**src/rtl/dmba_pkg.sv**
```systemverilog
package dmba_pkg;
    localparam int NMST    = 2;
    localparam int NFLG    = 3;
    localparam int FL_LOST = 0;
    localparam int FL_INIT = 1;
    localparam int FL_BUSY = 2;

    typedef enum logic {
        ARB_HOLD    = 1'b0,
        ARB_RECOVER = 1'b1
    } arb_state_e;
endpackage

```
**src/rtl/dmba_req_slot.sv**
```systemverilog
module dmba_req_slot
    import dmba_pkg::*;
#(
    parameter int IDX = 0
) (
    input  logic            clk,
    input  logic            rst_n,
    input  logic            we,
    input  logic            self_on,
    input  logic            peer_on,
    input  logic            init_req,
    input  logic            stop,
    input  logic            take,
    output logic            go,
    output logic [NMST-1:0] tgt,
    output logic            init_o
);
    localparam int PEER = (IDX == 0) ? 1 : 0;

    logic            pend_q;
    logic            armed_q;
    logic            init_q;
    logic [NMST-1:0] tgt_q;
    logic [NMST-1:0] wr_tgt;
    logic            wr_ok;

    // decode of the write code into a one-hot target (zero = no owner)
    always_comb begin
        wr_tgt = '0;
        if (self_on && !peer_on) begin
            wr_tgt[IDX] = 1'b1;
        end else if (!self_on && peer_on) begin
            wr_tgt[PEER] = 1'b1;
        end
        wr_ok = we && !(self_on && peer_on);
    end

    always_ff @(posedge clk or negedge rst_n) begin
        if (!rst_n) begin
            pend_q  <= 1'b0;
            armed_q <= 1'b0;
            init_q  <= 1'b0;
            tgt_q   <= '0;
        end else begin
            if (take) begin
                pend_q  <= 1'b0;
                armed_q <= 1'b0;
            end else if (pend_q && stop) begin
                armed_q <= 1'b1;
            end
            if (wr_ok) begin
                pend_q  <= 1'b1;
                armed_q <= 1'b0;
                tgt_q   <= wr_tgt;
                init_q  <= init_req;
            end
        end
    end

    assign go     = pend_q && (armed_q || stop);
    assign tgt    = tgt_q;
    assign init_o = init_q;
endmodule

```
**src/rtl/dmba_flags.sv**
```systemverilog
module dmba_flags
    import dmba_pkg::*;
(
    input  logic            clk,
    input  logic            rst_n,
    input  logic            set_lost,
    input  logic            set_init,
    input  logic            set_busy,
    input  logic            rd,
    input  logic            msk_we,
    input  logic [NFLG-1:0] msk_val,
    output logic [NFLG-1:0] stat,
    output logic            irq_n
);
    logic [NFLG-1:0] stat_q;
    logic [NFLG-1:0] mask_q;
    logic [NFLG-1:0] set_v;

    always_comb begin
        set_v          = '0;
        set_v[FL_LOST] = set_lost;
        set_v[FL_INIT] = set_init;
        set_v[FL_BUSY] = set_busy;
    end

    always_ff @(posedge clk or negedge rst_n) begin
        if (!rst_n) begin
            stat_q <= '0;
            mask_q <= '0;
        end else begin
            stat_q <= (rd ? '0 : stat_q) | set_v;
            if (msk_we) begin
                mask_q <= msk_val;
            end
        end
    end

    assign stat  = stat_q;
    assign irq_n = ~|(stat_q & ~mask_q);
endmodule

```
**src/rtl/dmbus_arbiter.sv**
```systemverilog
module dmbus_arbiter
    import dmba_pkg::*;
(
    input  logic                 clk,
    input  logic                 rst_n,
    input  logic [NMST-1:0]      ctl_we,
    input  logic [NMST-1:0]      ctl_self_on,
    input  logic [NMST-1:0]      ctl_peer_on,
    input  logic [NMST-1:0]      ctl_init,
    input  logic [NMST-1:0]      msk_we,
    input  logic [NMST*NFLG-1:0] msk_val,
    input  logic [NMST-1:0]      stat_rd,
    input  logic [NMST-1:0]      up_stop,
    input  logic                 dn_idle,
    input  logic                 rec_done,
    output logic [NMST-1:0]      conn,
    output logic                 rec_start,
    output logic [NMST-1:0]      int_n,
    output logic [NMST*NFLG-1:0] stat_o
);
    arb_state_e      state_q, nxt_state;
    logic [NMST-1:0] owner_q, nxt_owner;
    logic [NMST-1:0] slot_go;
    logic [NMST-1:0] slot_init;
    logic [NMST-1:0] slot_tgt [NMST];
    logic [NMST-1:0] take;
    logic [NMST-1:0] set_lost, set_init, set_busy;
    logic [NMST-1:0] cand_tgt;
    logic            cand_init;
    logic            fire;

    for (genvar g = 0; g < NMST; g++) begin : g_mst
        dmba_req_slot #(.IDX(g)) u_slot (
            .clk      (clk),
            .rst_n    (rst_n),
            .we       (ctl_we[g]),
            .self_on  (ctl_self_on[g]),
            .peer_on  (ctl_peer_on[g]),
            .init_req (ctl_init[g]),
            .stop     (up_stop[g]),
            .take     (take[g]),
            .go       (slot_go[g]),
            .tgt      (slot_tgt[g]),
            .init_o   (slot_init[g])
        );

        dmba_flags u_flags (
            .clk      (clk),
            .rst_n    (rst_n),
            .set_lost (set_lost[g]),
            .set_init (set_init[g]),
            .set_busy (set_busy[g]),
            .rd       (stat_rd[g]),
            .msk_we   (msk_we[g]),
            .msk_val  (msk_val[g*NFLG +: NFLG]),
            .stat     (stat_o[g*NFLG +: NFLG]),
            .irq_n    (int_n[g])
        );
    end

    // state register
    always_ff @(posedge clk or negedge rst_n) begin
        if (!rst_n) begin
            state_q <= ARB_HOLD;
            owner_q <= '0;
        end else begin
            state_q <= nxt_state;
            owner_q <= nxt_owner;
        end
    end

    // transitions and flag events; lowest index wins a tie
    always_comb begin
        nxt_state = state_q;
        nxt_owner = owner_q;
        take      = '0;
        set_lost  = '0;
        set_init  = '0;
        set_busy  = '0;
        cand_tgt  = '0;
        cand_init = 1'b0;
        fire      = 1'b0;
        unique case (state_q)
            ARB_HOLD: begin
                for (int i = NMST - 1; i >= 0; i--) begin
                    if (slot_go[i]) begin
                        take      = '0;
                        take[i]   = 1'b1;
                        cand_tgt  = slot_tgt[i];
                        cand_init = slot_init[i];
                        fire      = 1'b1;
                    end
                end
                if (fire && (cand_tgt != owner_q)) begin
                    set_lost  = owner_q;
                    nxt_owner = cand_tgt;
                    if (cand_tgt != '0) begin
                        if (cand_init) begin
                            nxt_state = ARB_RECOVER;
                        end else if (!dn_idle) begin
                            set_busy = cand_tgt;
                        end
                    end
                end
            end
            ARB_RECOVER: begin
                if (rec_done) begin
                    nxt_state = ARB_HOLD;
                    set_init  = owner_q;
                end
            end
            default: ;
        endcase
    end

    // outputs
    always_comb begin
        conn      = (state_q == ARB_HOLD) ? owner_q : '0;
        rec_start = (state_q == ARB_RECOVER);
    end
endmodule

```
**config.mk**
```make
export PLATFORM = sky130hd
export DESIGN_NAME = dmbus_arbiter
export DESIGN_NICKNAME = d
export VERILOG_FILES = /design/src/rtl/dmba_pkg.sv /design/src/rtl/dmba_req_slot.sv /design/src/rtl/dmba_flags.sv /design/src/rtl/dmbus_arbiter.sv
export SDC_FILE = /design/constraint.sdc
export NUM_CORES = 1
export LEC_CHECK = 0
export BUFFER_PORTS_ARGS = -buffer_cell sky130_fd_sc_hd__buf_2
export CORE_ASPECT_RATIO = 1.4
export CORE_MARGIN = 10
export CORE_UTILIZATION = 35
export CTS_CLUSTER_DIAMETER = 40
export DETAILED_ROUTE_END_ITERATION = 12
export SYNTH_ARGS = -nofsm -noshare
export SYNTH_HDL_FRONTEND = slang
export SYNTH_SLANG_ARGS = --single-unit
```
**constraint.sdc**
```tcl
create_clock -name clk -period 2.4 [get_ports clk]
set_input_delay 0.48 -clock clk [delete_from_list [all_inputs] [get_ports clk]]
set_output_delay 0.48 -clock clk [all_outputs]
set_load 0.01 [all_outputs]
```
==> impl_metrics.yaml <==
pwr:
  swShare: 0.374
  finalPower_uw: 1410
  p_leak_uw: 0.000688
  powerDensity_mw_per_mm2: 966
  comb_power_share: 0.375
  intPower_uw: 882
  peakVddDrop_mv: 0.391
  clockPowerShare: 0.174
  seqPwrFrac: 0.451
  p_switching_uw: 527
setup_path:
  crit_type: "flop to output port"
  critPathMaxFanout: 3
  arrival_ns: 1.21
  critPathLaunchType: "flop"
  endpoint_kind: "output port"
  crit_required_ns: 1.92
clock_network:
  clock_latency_ns: 0.26
  postCtsHoldBufs: 0
  cts_buffers: 3
  clockRootBuffer: "clkbuf_8"
  htreeDepth: 1
  ctsResizeCount: 0
  post_cts_buffers: 0
  clk_path_buf_depth: 2
  cts.sinks: 25
  clk_pin_slew_ns: 0.08
  cts_tree: "yes"
synth:
  synth-main-ff-cell: "dfrtp_1"
  yosys.cell_count.top_type: "dfrtp_1"
  yosys.area.top_type: "dfrtp_1"
  ys_ff_latch: 25
  syn_inst: 114
  ys_async_sr_fraction: 1.00
  ys_seq_area_frac: 0.517
  ys_types: 29
  avgSynthCellArea_um2: 10.6
  synth_common_cells: "25 x dfrtp_1, 11 x inv_1, 11 x nor2_1, 11 x o21ai_0, 7 x nand2_1"
  synth.area.top_cells: "dfrtp_1 52%, o21ai_0 4.5%, mux2_2 3.7%"
  synth_enable_flop_cells: 0
  ys_warn_count: 0
  syn_area_mm2: 0.00121
  syn_nets: 138
  synth_top_cell_area_share: 0.517
timing:
  fin_tns_setup_ns: 0
  setup_viol: 0
  fin_crit_ns: 1.69
  relSlewSlack: 0.629
  setup_slack_ns: 0.711
  worst_slew_pin_slew_ns: 0.557
  fin_skew_ns: 0.00160
  slew_violations: 0
  finalHoldViolCount: 0
  fin_crit_sh: 0.704
  max_freq_ghz: 0.592
  rsz0062_at_grt: "false"
drt:
  drc_errors: 0
  dr.pass1.iters: 6
  wl_per_cell_um: 15.0
  drt_iter0_markers: 27
  vias: 966
  drt_wl_total_um: 2840
  via_per_inst: 5.11
  postRouteAntennaNets: 0
global_routing:
  grt_max_degree: 26
  grt_pass1_wl_um: 4910
  grtUsageTotal: 0.0937
  grt_pass1_vias: 1095
  gr-total-overflow: 0
  antenna_found_initial: 0
floorplanning:
  dieHeight_um: 89.6
  num_rows: 25
  die-width_um: 69.7
  initial_core_util: 0.362
  core_region_area_mm2: 0.00335
  die-area_mm2: 0.00625
  io_pins: 35
cells_and_area:
  nets: 174
  antennaDiodeCount: 0
  multi_input_area_um2: 526
  layout-drive-gt1-share: 0.336
  n_fill_cell: 338
  area_growth_pct: 20.4
  utilization: 0.436
  ff_latch_area_um2: 626
run_status:
  run_status: "complete, no violations"
run:
  cap_violations: 0
placement:
  port_buffers: 34
  dpl.hpwl_um: 2270
  dp_slack_ns: 0.737
  place.gp.congestion: 0.819
min_path:
  min-delay-path-class: "input port to async pin"
final timing paths:
path / startpoint / slack, ns / cells past startpoint / to
hold / removal: rst_n / 0.19 / 1 / g_mst[0].u_flags.mask_q[0]
min in group clk: msk_val[4] / 0.42 / 3 / g_mst[1].u_flags.mask_q[1]
setup / recovery: g_mst[1].u_flags.stat[0] / 0.71 / 2 / int_n[1]
setup reg to reg: g_mst[0].u_slot.armed_q / 0.87 / 5 / g_mst[1].u_flags.stat[0]
hold reg to reg: g_mst[1].u_slot.init_o / 0.53 / 1 / g_mst[1].u_slot.init_o
max in group asynchronous: rst_n / 1.84 / 1 / g_mst[0].u_slot.init_o
cells in the final DEF, fill, tap and decap left out, types with 2 or more instances in the layout:
master and instances:
buf_2 34, dfrtp_1 25, inv_1 11, o21ai_0 11
nor2_1 11, nand2_1 7, nor2b_1 6, a21oi_1 4
mux2_2 4, o211ai_1 3, clkbuf_8 3, nor3_1 2
o31ai_4 2, o22ai_2 2, a22o_1 2, a32o_1 2
a222oi_1 2, nand3_1 2, o2bb2ai_2 2, a211oi_1 2
a21boi_0 2, nand2b_1 2
cell type report:
| type | count | area share |
|---|---|---|
| inverter | 11 | 0.0283 |
| sequential | 25 | 0.429 |
| multi-input combinational | 75 | 0.361 |
| timing repair buffer | 34 | 0.117 |
| tap | 40 | 0.0343 |
| clock buffer | 4 | 0.0309 |
flip-flops by register name, indices dropped and copies added (netlist names):
register / flops
rec_start: 1
g_mst.u_slot.pend_q: 2
g_mst.u_flags.stat: 6
g_mst.u_slot.tgt: 4
g_mst.u_slot.init_o: 2
owner_q: 2
g_mst.u_slot.armed_q: 2
g_mst.u_flags.mask_q: 6
worst max-delay path, cell delays in order (launching register included):
cell and delay [ns]:
dfrtp_1 0.42, a222oi_1 0.34, buf_2 0.19
per-layer routing:
layer	vias up	track usage	wire, µm
met2	27	0.165	1380
met3	4	0.0275	169
met4	0	0.0378	36
met5	-	0	0
met1	457	0.105	1260
li1	478	-	-
per-stage QoR:
step	hold WS [ns]	area (µm²)	std cells
finish	0.194	1460	189
global route	0.221	1460	189
global placement	0.498	1410	185
detailed placement	0.506	1410	185
floorplan	0.184	1210	114
CTS	0.213	1460	189
power groups by stage:
| stage | sequential (µW) | combinational [µW] | clock (µW) |
|---|---|---|---|
| final | 635 | 528 | 245 |
| after global routing | 656 | 590 | 279 |
| after CTS | 635 | 537 | 257 |
| after detailed placement | 643 | 533 | 0 |
| after global placement | 637 | 529 | 0 |
| after floorplan | 615 | 396 | 0 |
cell families (layout without fill, tap and decap cells):
logic type             after synthesis  in the layout  share of synthesized area
AOI/OAI and AO/OA                   40             40                      0.276
and+or+nand+nor                     31             31                      0.121
DFF                                 25             25                      0.517
buffers and inverters               14             49                     0.0496
muxes                                4              4                     0.0372
Power figures use the tool's default switching activity.
